--- config.mk ---
export PLATFORM = sky130hd
export DESIGN_NAME = stereo_atten_mix
export DESIGN_NICKNAME = d
export VERILOG_FILES = /design/src/rtl/sam_pkg.sv /design/src/rtl/sam_init_timer.sv /design/src/rtl/sam_gain_ctrl.sv /design/src/rtl/sam_scale.sv /design/src/rtl/sam_route.sv /design/src/rtl/stereo_atten_mix.sv
export SDC_FILE = /design/constraint.sdc
export NUM_CORES = 1
export LEC_CHECK = 0
export BUFFER_PORTS_ARGS = -buffer_cell sky130_fd_sc_hd__buf_2
export CORE_MARGIN = 5
export CORE_UTILIZATION = 55
export CTS_CLUSTER_SIZE = 12
export DETAILED_ROUTE_END_ITERATION = 6
export PLACE_DENSITY_LB_ADDON = 0.25
export SKIP_CTS_REPAIR_TIMING = 1
export SLEW_MARGIN = 15
export SYNTH_ARGS = -nofsm -noshare
export SYNTH_HDL_FRONTEND = slang
export SYNTH_HIERARCHICAL = 1
export SYNTH_SLANG_ARGS = --single-unit
export TNS_END_PERCENT = 30
--- constraint.sdc ---
create_clock -name clk -period 14.8 [get_ports clk]
set_input_delay 2.96 -clock clk [delete_from_list [all_inputs] [get_ports clk]]
set_output_delay 2.96 -clock clk [all_outputs]
set_load 0.005 [all_outputs]
--- src/rtl/sam_pkg.sv ---
// Shared types for the stereo attenuation and output mixer.
// Assumes: route codes are two bits wide, one field per output.
package sam_pkg;
    typedef enum logic [1:0] {
        ROUTE_ZERO  = 2'b00,
        ROUTE_LEFT  = 2'b01,
        ROUTE_RIGHT = 2'b10,
        ROUTE_MEAN  = 2'b11
    } route_e;

    localparam int NUM_CH = 2;
endpackage

--- src/rtl/sam_init_timer.sv ---
// Start-up window timer. Holds busy high for INIT_CYCLES clocks after reset
// and after every rising edge of restart_n.
// Assumes: restart_n is synchronous to clk.
module sam_init_timer #(
    parameter int INIT_CYCLES = 1024
) (
    input  logic clk,
    input  logic rst_n,
    input  logic restart_n,
    output logic busy
);
    localparam int CW = $clog2(INIT_CYCLES + 1);
    localparam logic [CW-1:0] START = CW'(INIT_CYCLES);

    logic [CW-1:0] cnt;
    logic          restart_q;

    // Remembers the previous restart level for edge detection.
    always_ff @(posedge clk) begin
        if (!rst_n) restart_q <= 1'b1;
        else        restart_q <= restart_n;
    end

    // Reloads on a restart edge, otherwise counts down to zero.
    always_ff @(posedge clk) begin
        if (!rst_n)                       cnt <= START;
        else if (restart_n && !restart_q) cnt <= START;
        else if (cnt != '0)               cnt <= cnt - 1'b1;
    end

    assign busy = (cnt != '0);
endmodule

--- src/rtl/sam_gain_ctrl.sv ---
// Gain control: staged targets, common mode, soft-mute ramp down and
// ramp back up. Active levels only move at a sample strobe.
// Assumes: channel 0 is left, channel 1 is right.
module sam_gain_ctrl
    import sam_pkg::*;
#(
    parameter int AW = 8
) (
    input  logic                      clk,
    input  logic                      rst_n,
    input  logic                      strobe,
    input  logic [AW-1:0]             att_l,
    input  logic [AW-1:0]             att_r,
    input  logic                      att_load,
    input  logic                      att_common,
    input  logic                      soft_mute,
    output logic [NUM_CH-1:0][AW-1:0] act
);
    logic [NUM_CH-1:0][AW-1:0] tgt;
    logic [NUM_CH-1:0]         below;
    logic                      ramp;

    // Commits staging codes to targets while the load control is high.
    always_ff @(posedge clk) begin
        if (!rst_n) begin
            tgt <= '1;
        end else if (att_load) begin
            tgt[0] <= att_l;
            tgt[1] <= att_common ? att_l : att_r;
        end
    end

    for (genvar ch = 0; ch < NUM_CH; ch++) begin : g_ch
        assign below[ch] = (act[ch] < tgt[ch]);

        // Steps the active level at each strobe per mute and ramp state.
        always_ff @(posedge clk) begin
            if (!rst_n) begin
                act[ch] <= '1;
            end else if (strobe) begin
                if (soft_mute)
                    act[ch] <= (act[ch] == '0) ? '0 : act[ch] - 1'b1;
                else if (ramp && below[ch])
                    act[ch] <= act[ch] + 1'b1;
                else
                    act[ch] <= tgt[ch];
            end
        end
    end

    // Tracks whether a release ramp is still climbing.
    always_ff @(posedge clk) begin
        if (!rst_n)         ramp <= 1'b0;
        else if (strobe) begin
            if (soft_mute)  ramp <= 1'b1;
            else if (ramp)  ramp <= |below;
        end
    end
endmodule

--- src/rtl/sam_scale.sv ---
// Multiplies a signed sample by code/256 with round-half-up and saturation.
// Code all-ones bypasses the multiplier for exact unity gain.
// Assumes: purely combinational; the caller registers the result.
module sam_scale #(
    parameter int DW = 24,
    parameter int AW = 8
) (
    input  logic signed [DW-1:0] din,
    input  logic        [AW-1:0] code,
    output logic signed [DW-1:0] dout
);
    localparam int PW = DW + AW + 2;
    localparam logic signed [PW-1:0] HALF =
        {{(PW-AW){1'b0}}, 1'b1, {(AW-1){1'b0}}};
    localparam logic signed [PW-1:0] MAXV =
        {{(PW-DW+1){1'b0}}, {(DW-1){1'b1}}};
    localparam logic signed [PW-1:0] MINV =
        {{(PW-DW+1){1'b1}}, {(DW-1){1'b0}}};

    logic signed [PW-1:0] prod, rnd, shf;

    // Forms the rounded, scaled product and clamps it to the sample range.
    always_comb begin
        prod = $signed({{(PW-DW){din[DW-1]}}, din})
             * $signed({{(PW-AW){1'b0}}, code});
        rnd  = prod + HALF;
        shf  = rnd >>> AW;
        if (code == '1)       dout = din;
        else if (shf > MAXV)  dout = MAXV[DW-1:0];
        else if (shf < MINV)  dout = MINV[DW-1:0];
        else                  dout = shf[DW-1:0];
    end
endmodule

--- src/rtl/sam_route.sv ---
// One output of the routing matrix: zero, left, right or floor mean.
// Assumes: mean uses a guard bit so the sum cannot wrap.
module sam_route
    import sam_pkg::*;
#(
    parameter int DW = 24
) (
    input  logic [1:0]           sel,
    input  logic signed [DW-1:0] l,
    input  logic signed [DW-1:0] r,
    output logic signed [DW-1:0] dout
);
    logic signed [DW:0] sum;

    // Selects the source named by the two-bit route code.
    always_comb begin
        sum = $signed({l[DW-1], l}) + $signed({r[DW-1], r});
        unique case (route_e'(sel))
            ROUTE_ZERO:  dout = '0;
            ROUTE_LEFT:  dout = l;
            ROUTE_RIGHT: dout = r;
            ROUTE_MEAN:  dout = sum[DW:1];
            default:     dout = '0;
        endcase
    end
endmodule

--- src/rtl/stereo_atten_mix.sv ---
// Top level: gain control, per-channel scaling, routing, forced-zero
// conditions and the output register.
// Assumes: one sample pair per smp_valid; all inputs synchronous to clk.
module stereo_atten_mix
    import sam_pkg::*;
#(
    parameter int DW          = 24,
    parameter int AW          = 8,
    parameter int INIT_CYCLES = 1024
) (
    input  logic                 clk,
    input  logic                 rst_n,
    input  logic                 restart_n,
    input  logic                 smp_valid,
    input  logic signed [DW-1:0] in_l,
    input  logic signed [DW-1:0] in_r,
    input  logic [AW-1:0]        att_l,
    input  logic [AW-1:0]        att_r,
    input  logic                 att_load,
    input  logic                 att_common,
    input  logic                 soft_mute,
    input  logic [3:0]           mode,
    input  logic                 dac_off,
    input  logic                 zmute_en,
    input  logic                 zero_flag,
    output logic                 out_valid,
    output logic signed [DW-1:0] out_l,
    output logic signed [DW-1:0] out_r
);
    logic [NUM_CH-1:0][AW-1:0]  act;
    logic [NUM_CH-1:0][DW-1:0]  scaled;
    logic [NUM_CH-1:0][DW-1:0]  routed;
    logic [NUM_CH-1:0][DW-1:0]  samp;
    logic                       init_busy;
    logic                       force_zero;

    assign samp[0] = in_l;
    assign samp[1] = in_r;

    sam_init_timer #(.INIT_CYCLES(INIT_CYCLES)) u_init (
        .clk       (clk),
        .rst_n     (rst_n),
        .restart_n (restart_n),
        .busy      (init_busy)
    );

    sam_gain_ctrl #(.AW(AW)) u_gain (
        .clk        (clk),
        .rst_n      (rst_n),
        .strobe     (smp_valid),
        .att_l      (att_l),
        .att_r      (att_r),
        .att_load   (att_load),
        .att_common (att_common),
        .soft_mute  (soft_mute),
        .act        (act)
    );

    for (genvar ch = 0; ch < NUM_CH; ch++) begin : g_path
        sam_scale #(.DW(DW), .AW(AW)) u_scale (
            .din  (samp[ch]),
            .code (act[ch]),
            .dout (scaled[ch])
        );
        sam_route #(.DW(DW)) u_route (
            .sel  (mode[2*ch +: 2]),
            .l    (scaled[0]),
            .r    (scaled[1]),
            .dout (routed[ch])
        );
    end

    assign force_zero = init_busy | dac_off | (zmute_en & zero_flag);

    // Registers the processed pair at each strobe and flags it valid.
    always_ff @(posedge clk) begin
        if (!rst_n) begin
            out_valid <= 1'b0;
            out_l     <= '0;
            out_r     <= '0;
        end else begin
            out_valid <= smp_valid;
            if (smp_valid) begin
                out_l <= force_zero ? '0 : routed[0];
                out_r <= force_zero ? '0 : routed[1];
            end
        end
    end
endmodule

Word-level counts from Yosys, hierarchy flattened
Cells that the tools add are included.
Word-level totals
  output and inout port bits: 49
  word-level logic and storage cells: 68
  input port bits: 78
  register bits after elaboration: 94
Cells by class
  add/sub/neg operators: 8
  equality and inequality tests: 8
  order comparisons: 6
  $mul: 2
  reductions and logical operators: 11
  bitwise logic cells: 4
  muxes and demuxes: 19
Operators with widths (number)
  $mux 24: 8
  $pmux 24 s4: 2
  $add 33x9->34 const B: 2
  $mul 24x9->33: 2
  $mux 8: 7
  $gt 26x24->1 const B: 2
  $lt 26x24->1 const B: 2
  $add 24x24->25: 1
  $add 8x1->8 const B: 2
  $eq 8x8->1 const B: 2
  $logic_not 8->1: 2
  $lt 8x8->1: 2
  $sub 8x1->8 const B: 2
  $reduce_bool 11->1: 1
  $sub 11x1->11 const B: 1
  $eq 2x2->1 const B: 4
  $eq 2x1->1 const B: 2
  $logic_not 2->1: 2
  $reduce_or 2->1: 2
  $logic_and 1x1->1: 3
  $mux 1: 2
  $or 1x1->1: 2
  $and 1x1->1: 1
  $logic_not 1->1: 1
  $not 1->1: 1

Depth between registers and ports, before layout
  word-level depth: 9
  gate-level depth with buffers: 33
  gate-level depth less buffers: 31

Cells and area by module
Netlist, hierarchy kept.
Modules (own cells, without submodules)
  sam_scale at g_path[0].u_scale: cells each 803, instances 1, area each 7245.7 µm², seq. area each 0.0 µm²
  sam_scale at g_path[1].u_scale: cells each 759, instances 1, area each 6996.7 µm², seq. area each 0.0 µm²
  sam_route: cells each 230, instances 2, area each 1611.5 µm², seq. area each 0.0 µm²
  sam_gain_ctrl: cells each 294, instances 1, area each 2417.3 µm², seq. area each 660.6 µm²
  stereo_atten_mix: cells each 116, instances 1, area each 1576.5 µm², seq. area each 980.9 µm²
  sam_init_timer: cells each 67, instances 1, area each 585.6 µm², seq. area each 240.2 µm²

Worst setup path before layout
No wires, ideal clock.
  path kind: in2reg
  start: in in_l[4]
  end: reg out_l[11]
  stages: 30
  slack: 4328 ps
  data arrival time: 10355 ps
  required time: 14683 ps
  path buffers: 2
  setup time: 117 ps
  path through: clkbuf_1 > nand2_1 > fa_1 > inv_1 > fa_1 > inv_1 > fa_1 > inv_1 > fa_1 > fa_1 > ha_1 > a21oi_1 > o21ai_1 > a2111oi_4 > o32ai_1 > or4_4 > nand3_2 > o31ai_2 > buf_6 > a221o_1 > and2_1 > fa_1 > a21o_1 > a221oi_2 > o21ai_2 > a41oi_2 > xnor2_1 > mux2_2 > a22o_1 > a32o_1
RTL lines
  start, declared: line stereo_atten_mix.sv:15  | input logic signed [DW-1:0] in_l,
  end signal, assigned: line stereo_atten_mix.sv:84  | out_l <= force_zero ? '0 : routed[0];
  end, declared: line stereo_atten_mix.sv:27  | output logic signed [DW-1:0] out_l,

==> results.md <==
- The run finished with clean final reports.
- Summing the areas of all fa, ha and maj instances in the mapped netlist gives 41.6% of the synthesized area.
- From left edge to right edge, the die measures around 210 um.
- The most critical setup path has its startpoint at in_r[23].
- The worst setup slack for register-to-register paths is 5560 ps.
- The clock tree from TritonCTS is yes.
- The post-route minimum period is approximately 11000 ps.
- The total number of H-tree levels is 3.
- By instance count, the leading cell after synthesis is sky130_fd_sc_hd__fa_1.
- Using the TritonRoute via totals, the vias-per-cell ratio works out to ~6.1.
- The hold slack is ~460 ps.
- The most used cell along the critical path is sky130_fd_sc_hd__fa_1.
- The number of antenna violations at the first check in global routing was 3.
- On the worst path, the slowest cell contributes a delay of between 600 and 700 ps.
- The path with the worst hold slack has its endpoint at out_r[5]$_SDFFE_PN0P_.
- For this design, the sink count on the clock tree is 94.
- Setup repair after global routing left no endpoint under its margin.
- The average instance in the mapped netlist occupies just under 9 um2.
- The path class of the tightest hold or removal check is flop to flop.
- Summed over its instances, the top area cell type makes up 27.8% of the synthesized netlist area.
- The area growth from synthesis to final layout is 5.51%.
- The longest clock path from root to sink contains 2 buffers.
- Counting every net in the synthesized netlist gives approximately 3100.
- The total wirelength of the detailed-routed design is 60.0 mm.
- The weighted congestion reported at the end of routability-driven placement is 0.974.
- The count of warnings emitted by yosys is 6.
- The net count of the finished layout is 3153.
- After synthesis, the share of flip-flops with an asynchronous set or reset is 0%.
- The peak fanout along the critical path is 23.
- The sequential area share after synthesis is 8.54%.
- After synthesis, the most frequently instantiated cells are sky130_fd_sc_hd__fa_1, sky130_fd_sc_hd__inv_1, sky130_fd_sc_hd__nand2_1.
- The total area inside the core boundary comes to 0.0397 mm2.
- The area fraction in compound gates after synthesis is 19.5%.
- Summed over all failing endpoints, the final setup total negative slack is 0 ps.
- The startpoint identified for the worst register-to-register timing path is u_gain/act[8]$_SDFFE_PN1P_.
- The total clock buffers created by CTS is 9.
- The via count of the first global-routing pass is 19300.
- Across the run, the number of max-cap violations was 0.
- The launch instance of the worst min-delay path is out_r[5]$_SDFFE_PN0P_.
- The largest family of logic cells by synthesized area is adder cells.
- The worst reg2reg path endpoint is out_r[21]$_SDFFE_PN0P_.
- The pin count of the biggest net entering global routing is 50.
- The leading register cell type out of synthesis is sky130_fd_sc_hd__dfxtp_1.
- The portion of synthesized area spent on multiplexers is around 1.1%.
- The global-route usage over all layers is a little over a quarter.
- Summed over all layers, the global routing overflow is 0.
- The number of enable-type register cells in the synthesized netlist is 0.
- The placed standard-cell area is 0.0229 mm2.
- The number of DRC violations after detailed routing is 0.
- The number of endpoints failing setup at the final stage is 0.
- The initial utilization of the core area, before any placement, comes to between 50% and 60%.
- After clock tree synthesis, the clock-pin slew on the worst setup and hold paths is 70 ps.
- The detailed router finished its first iteration with 1430 violations.
- The number of placed I/O pins is 127.
- The average wire length per cell after detail routing is 19.6 um.
- Among all stages on the critical path, the largest delay is contributed by sky130_fd_sc_hd__fa_1.
- The worst register-to-register path has a depth of 29.
- The count of distinct cell types in the synthesized netlist is between 100 and 150.
- Clock latency on the worst-skew pair, taken at its later pin, is around 380 ps.
- The endpoint arrival time on the critical path is 11330 ps.
- The first global-routing pass estimated 99.5 mm of wire.
- The number of pins with negative max-slew slack in the final report came to 0.
- The clock root buffer master is sky130_fd_sc_hd__clkbuf_16.
- The worst clock skew is 13.2 ps.
- By area the synthesized netlist is led by sky130_fd_sc_hd__fa_1, sky130_fd_sc_hd__ha_1, sky130_fd_sc_hd__dfxtp_1.
- The total of buffers placed on input and output ports is 126.
- The first TritonRoute pass finished after 6 iterations.
- The die span in y is between 200 and 250 um.
- The critical path capture point type is a flop.
- The endpoint required time on the critical path is about 15000 ps.
- In the final layout, the share of cells above drive strength 1 is 9.21%.
- The number of endpoints with negative hold slack in the final report is 0.
- The number of vias in the routed layout is 18800.
- Synthesis produced 2499 cells.
- The estimated wirelength of the detail-placed design is ~47 mm.
- The area of all placed cells without fillers is 0.0233 mm2.
- The largest total area in the synthesized netlist belongs to sky130_fd_sc_hd__fa_1.
- The antenna diode count is 0.
- Counting flops and latches in the post-synthesis netlist gives 94.
- The placement row count is between 70 and 80.
- The area share of xor/xnor cells in the synthesized design is under 10%.
- Along the worst hold path, the cell count comes to 1.
- The synthesized netlist devotes 17.7% of its cell area to simple gates.
- The kind of critical path is input pin to flop.
- The worst setup path is launched from an input pin.
- The overall die area is between 0.04 and 0.05 mm2.
- After synthesis the cells add up to between 0.02 and 0.025 mm2.
- In this run the remaining antenna-violating nets after routing total 0.
- The maximum operating frequency is approximately 90 MHz.
- The slew of the pin with the lowest slew margin is 1180 ps.
- The relative max-transition margin is about a fifth.
- The worst path uses 74.7% of the clock period.
-- kinds of logic after synthesis --
| kind of cell | after synthesis |
|---|---|
| XOR/XNOR | 108 |
| multiplexers | 22 |
| adder cells (fa/ha/maj) | 550 |
| buffers and inverters | 400 |
| AO/OA/AOI/OAI | 584 |
| AND/OR/NAND/NOR | 741 |
| flip-flops | 94 |
-- through the flow --
| stage | util, % | std cells | setup slack (ps) |
|---|---|---|---|
| 6_report | 58.5 | 3055 | 3740 |
| 5_1_grt | 58.5 | 3055 | 3200 |
| 4_1_cts | 58.5 | 3054 | 3760 |
| 3_5_place_dp | 57.7 | 3038 | 3370 |
| 3_3_place_gp | 57.7 | 3038 | 3450 |
| 2_1_floorplan | - | 2499 | 4330 |
-- cells in the final DEF (no fill, tap or decap), types with 6 or more instances in the layout --
| cell | instances |
|---|---|
| sky130_fd_sc_hd__a211oi_1 | 11 |
| sky130_fd_sc_hd__a21o_1 | 34 |
| sky130_fd_sc_hd__a21oi_1 | 116 |
| sky130_fd_sc_hd__a221o_1 | 43 |
| sky130_fd_sc_hd__a22o_1 | 13 |
| sky130_fd_sc_hd__a22oi_1 | 33 |
| sky130_fd_sc_hd__a31oi_1 | 27 |
| sky130_fd_sc_hd__a32o_1 | 50 |
| sky130_fd_sc_hd__and2_1 | 231 |
| sky130_fd_sc_hd__and2_2 | 6 |
| sky130_fd_sc_hd__and3_1 | 14 |
| sky130_fd_sc_hd__and4_1 | 8 |
| sky130_fd_sc_hd__buf_2 | 126 |
| sky130_fd_sc_hd__buf_4 | 23 |
| sky130_fd_sc_hd__clkbuf_16 | 9 |
| sky130_fd_sc_hd__dfxtp_1 | 94 |
| sky130_fd_sc_hd__fa_1 | 306 |
| sky130_fd_sc_hd__ha_1 | 244 |
| sky130_fd_sc_hd__inv_1 | 265 |
| sky130_fd_sc_hd__mux2_2 | 10 |
| sky130_fd_sc_hd__mux2i_1 | 12 |
| sky130_fd_sc_hd__nand2_1 | 254 |
| sky130_fd_sc_hd__nand2b_1 | 22 |
| sky130_fd_sc_hd__nand3_1 | 32 |
| sky130_fd_sc_hd__nand4_1 | 23 |
| sky130_fd_sc_hd__nor2_1 | 57 |
| sky130_fd_sc_hd__nor2b_1 | 15 |
| sky130_fd_sc_hd__nor3_1 | 24 |
| sky130_fd_sc_hd__o211ai_1 | 36 |
| sky130_fd_sc_hd__o21a_1 | 25 |
| sky130_fd_sc_hd__o21ai_0 | 82 |
| sky130_fd_sc_hd__o21ai_1 | 6 |
| sky130_fd_sc_hd__o21bai_1 | 11 |
| sky130_fd_sc_hd__o221ai_1 | 8 |
| sky130_fd_sc_hd__o22ai_1 | 9 |
| sky130_fd_sc_hd__o31ai_1 | 13 |
| sky130_fd_sc_hd__or2_2 | 7 |
| sky130_fd_sc_hd__or3_1 | 6 |
| sky130_fd_sc_hd__xnor2_1 | 65 |
| sky130_fd_sc_hd__xor2_1 | 42 |
-- flip-flops by register name, indices dropped and copies added, names as in the netlist --
| signal | cells |
|---|---|
| out_l | 24 |
| out_r | 24 |
| out_valid | 1 |
| u_gain/act | 16 |
| u_gain/ramp | 1 |
| u_gain/tgt | 16 |
| u_init/cnt | 11 |
| u_init/restart_q | 1 |
-- per-layer routing --
layer / vias up / global-route usage (%) / wire, um
met5: - / 0 / 37
met4: 6 / 6.68 / 1570
met3: 94 / 3.96 / 4120
met2: 654 / 44.2 / 27400
met1: 9309 / 38.8 / 26800
li1: 8699 / - / -
-- layout make-up --
| type | count | area [um2] |
|---|---|---|
| inverters | 265 | 995 |
| clock buffers | 9 | 225 |
| flip-flops and latches | 94 | 1880 |
| multi-input cells | 2005 | 18600 |
| clock inverters | 7 | 76.3 |
| fillers | 3561 | 16500 |
| repair buffers | 150 | 823 |
| well taps | 525 | 657 |
-- critical path: cells and delay by family --
family | cells | cell delay [ps]
mux | 1 | 330
xor+xnor | 1 | 150
simple gates | 4 | 1090
compound gates | 12 | 3110
fa+ha+maj | 7 | 3240
buf+inv | 4 | 430
-- how the worst max path moves through the flow --
stage	to	slack, ps	cells after the start
CTS	out_r[23]$_SDFFE_PN0P_	3760	29
finish	out_r[21]$_SDFFE_PN0P_	3740	29
detailed placement	out_r[21]$_SDFFE_PN0P_	3370	29
floorplan	out_l[11]$_SDFFE_PN0P_	4330	30
global placement	out_r[21]$_SDFFE_PN0P_	3450	29
global route	out_r[21]$_SDFFE_PN0P_	3200	29
Power is not shown: default switching activity piles up to over one toggle a cycle in this logic, so the estimate is an artifact.
